**src/rtl/lcd_seg_pkg.sv**
```systemverilog
package lcd_seg_pkg;

  typedef enum logic [1:0] {
    LVL_TOP    = 2'b00,
    LVL_MID_LO = 2'b01,
    LVL_MID_HI = 2'b10,
    LVL_BOTTOM = 2'b11
  } level_e;

  typedef struct packed {
    logic shiftEn;
    logic latchEn;
  } strobe_t;

  function automatic level_e pick_level(input logic bitVal, input logic alt);
    level_e lvl;
    case ({bitVal, alt})
      2'b11:   lvl = LVL_BOTTOM;
      2'b10:   lvl = LVL_TOP;
      2'b01:   lvl = LVL_MID_HI;
      default: lvl = LVL_MID_LO;
    endcase
    return lvl;
  endfunction

endpackage

```
**src/rtl/lcd_seg_ctrl.sv**
```systemverilog
module lcd_seg_ctrl
  import lcd_seg_pkg::*;
(
  input  logic    clk,
  input  logic    rstN,
  input  logic    shiftClk,
  input  logic    latchClk,
  output strobe_t strobe
);

  logic shiftClkQ;

  always_ff @(posedge clk) begin
    if (!rstN) shiftClkQ <= 1'b0;
    else       shiftClkQ <= shiftClk;
  end

  always_comb begin
    strobe.shiftEn = shiftClkQ & ~shiftClk;
    strobe.latchEn = latchClk;
  end


  shift_edge_chk: assert property (@(posedge clk) disable iff (!rstN)
    strobe.shiftEn |-> ($past(shiftClk) && !shiftClk));

endmodule

```
**src/rtl/lcd_seg_datapath.sv**
```systemverilog
module lcd_seg_datapath
  import lcd_seg_pkg::*;
#(
  parameter int STAGES = 20
) (
  input  logic                        clk,
  input  logic                        rstN,
  input  strobe_t                     strobe,
  input  logic                        dataIn1,
  input  logic                        dataIn2,
  input  logic                        altFrame,
  output logic                        dataOut1,
  output logic                        dataOut2,
  output logic [2*STAGES*$bits(level_e)-1:0] segLevel
);

  localparam int NSEG = 2 * STAGES;
  localparam int LW   = $bits(level_e);

  logic [1:0][STAGES-1:0] chain;
  logic [1:0]             serIn;
  logic [NSEG-1:0]        latchQ;

  assign serIn = {dataIn2, dataIn1};

  for (genvar g = 0; g < 2; g++) begin : g_chain
    always_ff @(posedge clk) begin
      if (!rstN)               chain[g] <= '0;
      else if (strobe.shiftEn) chain[g] <= {chain[g][STAGES-2:0], serIn[g]};
    end
  end

  assign dataOut1 = chain[0][STAGES-1];
  assign dataOut2 = chain[1][STAGES-1];

  always_ff @(posedge clk) begin
    if (!rstN)               latchQ <= '0;
    else if (strobe.latchEn) latchQ <= {chain[1], chain[0]};
  end

  for (genvar k = 0; k < NSEG; k++) begin : g_seg
    assign segLevel[k*LW +: LW] = pick_level(latchQ[k], altFrame);
  end


  shift_in_chk: assert property (@(posedge clk) disable iff (!rstN)
    strobe.shiftEn |=> (chain[0][0] == $past(dataIn1)) && (chain[1][0] == $past(dataIn2)));


  no_shift_chk: assert property (@(posedge clk) disable iff (!rstN)
    !strobe.shiftEn |=> $stable(chain));


  tap_delay_chk: assert property (@(posedge clk) disable iff (!rstN)
    strobe.shiftEn |=> dataOut1 == $past(chain[0][STAGES-2]));


  latch_load_chk: assert property (@(posedge clk) disable iff (!rstN)
    strobe.latchEn |=> latchQ == $past({chain[1], chain[0]}));


  latch_hold_chk: assert property (@(posedge clk) disable iff (!rstN)
    !strobe.latchEn |=> $stable(latchQ));

endmodule

```
**src/rtl/lcd_seg_driver.sv**
```systemverilog
module lcd_seg_driver
  import lcd_seg_pkg::*;
#(
  parameter int STAGES = 20,
  localparam int SEG_W = 2 * STAGES * $bits(level_e)
) (
  input  logic             clk,
  input  logic             rstN,
  input  logic             shiftClk,
  input  logic             latchClk,
  input  logic             dataIn1,
  input  logic             dataIn2,
  input  logic             altFrame,
  output logic             dataOut1,
  output logic             dataOut2,
  output logic [SEG_W-1:0] segLevel
);

  strobe_t strobe;

  lcd_seg_ctrl ctrl_i (
    .clk      (clk),
    .rstN     (rstN),
    .shiftClk (shiftClk),
    .latchClk (latchClk),
    .strobe   (strobe)
  );

  lcd_seg_datapath #(.STAGES(STAGES)) dp_i (
    .clk      (clk),
    .rstN     (rstN),
    .strobe   (strobe),
    .dataIn1  (dataIn1),
    .dataIn2  (dataIn2),
    .altFrame (altFrame),
    .dataOut1 (dataOut1),
    .dataOut2 (dataOut2),
    .segLevel (segLevel)
  );

endmodule

```
**config.mk**
```make
export PLATFORM = sky130hd
export DESIGN_NAME = lcd_seg_driver
export DESIGN_NICKNAME = d
export VERILOG_FILES = /design/src/rtl/lcd_seg_pkg.sv /design/src/rtl/lcd_seg_ctrl.sv /design/src/rtl/lcd_seg_datapath.sv /design/src/rtl/lcd_seg_driver.sv
export SDC_FILE = /design/constraint.sdc
export NUM_CORES = 1
export LEC_CHECK = 0
export BUFFER_PORTS_ARGS = -buffer_cell sky130_fd_sc_hd__clkbuf_2
export CORE_UTILIZATION = 49
export DETAILED_ROUTE_END_ITERATION = 7
export PLACE_DENSITY = 0.74
export SKIP_LAST_GASP = 1
export SLEW_MARGIN = 20
export SYNTH_ARGS = -nofsm -noshare
export SYNTH_HDL_FRONTEND = slang
export SYNTH_SLANG_ARGS = --single-unit
```
**constraint.sdc**
```tcl
create_clock -name clk -period 1.1 [get_ports clk]
set_input_delay 0.22 -clock clk [delete_from_list [all_inputs] [get_ports clk]]
set_output_delay 0.22 -clock clk [all_outputs]
set_load 0.005 [all_outputs]
```
==> results_dict.tcl <==
set metrics [dict create \
    viasPerCell 4.83 \
    core_um2 8760 \
    chipWidth_um 97.2 \
    dp_hpwl_mm 5.23 \
    dieArea_um2 9440 \
    fin_crit_ns 1.46 \
    start_kind "register" \
    ios 89 \
    synth-seq-cells 81 \
    synth_largest_area_cell "dfxtp_1" \
    postRouteAntennaNets 0 \
    worst_slew_pin_slew_ns 0.330 \
    slowest_delay_ns 0.38 \
    drt-total-wl_mm 8.24 \
    syn_nets 511 \
    crit_family "flip-flops" \
    violations "negative setup slack" \
    cts_root_buf "clkbuf_8" \
    cts_buffers 9 \
    drt_iter0_markers 45 \
    clock_power_share_pct 40.0 \
    critPathKind "reg2out" \
    r2r_cells 3 \
    min_delay_path_depth 3 \
    finClkSkew_ns 0.00584 \
    crit_chain "inv_4, ha_4, or2_4, clkbuf_2" \
    yosys.cell_types.count 14 \
    cts_sinks 81 \
    drcViolationCount 0 \
    rsz0062_at_grt "yes" \
    power.leakage_nw 2.64 \
    synth_top_area_share_pct 36.5 \
    avgSynthCellArea_um2 10.5 \
    grt_max_degree 43 \
    antenna_found_initial 0 \
    grt_overflow_total 0 \
    switchingPower_w 0.00134 \
    p_int_w 0.00497 \
    cp-end-kind "primary output" \
    r2r-end "dp_i.chain[33]" \
    hold_viol 0 \
    slew_headroom_pct 78.0 \
    min_from "dataIn1" \
    crit_slowest_cell "dfxtp_4" \
    path_buf_inv 2 \
    insertion_delay_ns 0.34 \
    setup_viol 80 \
    cts_tree "yes" \
    num_antenna_cells 0 \
    drv_cap 0 \
    r2r_start "ctrl_i.shiftClkQ" \
    power_density_nw_per_um2 1020 \
    ys_warn_count 0 \
    post-route-period-util_pct 133 \
    grt_usage_pct 17.8 \
    area_growth_pct 39.7 \
    syn_area_um2 4440 \
    peakVddDrop_mv 0.739 \
    swShare_pct 21.2 \
    gp_congestion 0.701 \
    crit_arrival_ns 1.24 \
    worst_slack_ns -0.358 \
    hold_path_class "in2reg" \
    clk_pin_slew_ns 0.07 \
    crit_fanout 3 \
    drive_gt1_share_pct 55.6 \
    die_h_um 97.2 \
    syn_inst 424 \
    fmax_mhz 686 \
    outcome "finished with violations" \
    min_to "dp_i.chain[0]" \
    slew_viol_final 0 \
    clockBufferDepth 2 \
    p_comb_share_pct 13.5 \
    initial_core_util_pct 50.7 \
    crit_required_ns 0.88 \
    grt_pass1_vias 3051 \
    drt_first_pass_iters 5 \
    hold_slack_ns 0.143 \
    grt_pass1_wl_mm 13.9 \
    ys_seq_area_share_pct 36.5 \
    wl_per_cell_um 12.9 \
    htree_levels 3 \
    seq_power_share_pct 46.5 \
    cts_hold_buf 0 \
    num_vias 3089 \
    port_buffers 88 \
    r2r_slack_ns 0.09 \
    synth.area.top_cells "dfxtp_1, ha_1, mux2i_1" \
    num-nets-final 615 \
    p_total_w 0.00630 \
    rows 34 \
]
==> through the flow <==
stage,instance area [um^2],setup WS [ns],TNS [ns],std cells,utilization [%]
6_report,6200,-0.358,-20.65,639,70.8
3_5_place_dp,5060,-0.287,-13.46,615,57.8
5_1_grt,6200,-0.399,-24.30,639,70.8
3_3_place_gp,5060,-0.282,-12.60,615,57.8
4_1_cts,6030,-0.357,-22.02,639,68.8
2_1_floorplan,4440,0.0704,0,424,-
==> cell usage after synthesis, drive strengths merged <==
library cell  number
ha                80
dfxtp             81
and2               1
buf               15
nand2             42
clkbuf             4
or2               40
inv               40
nor2b             41
mux2i             80
==> flip-flops by register name, summed over array words and instances (netlist names) <==
register and flops:
ctrl_i.shiftClkQ 1, dp_i.chain 38, dp_i.dataOut1 1, dp_i.dataOut2 1
dp_i.latchQ 40
==> layout make-up <==
class / instances / area (um^2)
Clock inverter: 3 / 90.1
Inverter: 40 / 160
Clock buffer: 11 / 141
Multi-Input combinational cell: 284 / 3100
Fill cell: 623 / 2560
Timing Repair Buffer: 112 / 892
Tap cell: 108 / 135
Sequential cell: 81 / 1680
==> layout by cell type (no fill, tap or decap), drive strengths merged <==
master	netlist	final
and2	1	1
nor2b	41	41
or2	40	40
clkbuf	4	75
ha	80	80
bufinv	0	3
buf	15	48
mux2i	80	80
dfxtp	81	81
nand2	42	42
inv	40	40
==> cells by family after synthesis <==
family	Yosys count	share of synthesized area, %
muxes	80	18.0
buffers and inverters	59	7.58
and+or+nand+nor	124	15.3
DFF	81	36.5
adders and majority gates	80	22.5
==> power by group through the flow <==
stage	Combinational (W)	Clock [W]	Sequential, W
2_1_floorplan	0.000365	0	0.00301
3_3_place_gp	0.000612	0	0.00301
3_5_place_dp	0.000630	0	0.00301
4_1_cts	0.000768	0.00257	0.00294
5_1_grt	0.000929	0.00269	0.00293
6_report	0.000851	0.00252	0.00293
==> routing by layer <==
metal / GRT usage, % / up-vias / part of all wire [%]
met4: 6.31 / 0 / 1.3
met2: 32.4 / 62 / 53
met1: 20.7 / 1451 / 43
met5: 0 / - / 0
met3: 3.38 / 11 / 3.2
li1: - / 1565 / -
==> worst max path at each step <==
| stage | from | to | slack (ns) | cells after the start |
|---|---|---|---|---|
| floorplan | dp_i.latchQ[5] | segLevel[11] | 0.07 | 3 |
| global placement | altFrame | segLevel[77] | -0.28 | 5 |
| detailed placement | altFrame | segLevel[77] | -0.29 | 5 |
| CTS | dp_i.latchQ[39] | segLevel[79] | -0.36 | 4 |
| global route | dp_i.latchQ[39] | segLevel[79] | -0.40 | 4 |
| finish | dp_i.latchQ[39] | segLevel[79] | -0.36 | 4 |
==> tightest hold or removal path, cell delays in order <==
cell	delay, ns
clkbuf_2	0.09
nand2_1	0.05
mux2i_1	0.06
==> repair_timing <==
action	CTS	global route
endpoints found under the setup margin	80	80
gates resized for setup	203	37
pin swaps	62	8
setup buffers	10	0
(Power assumes the default switching activity.)
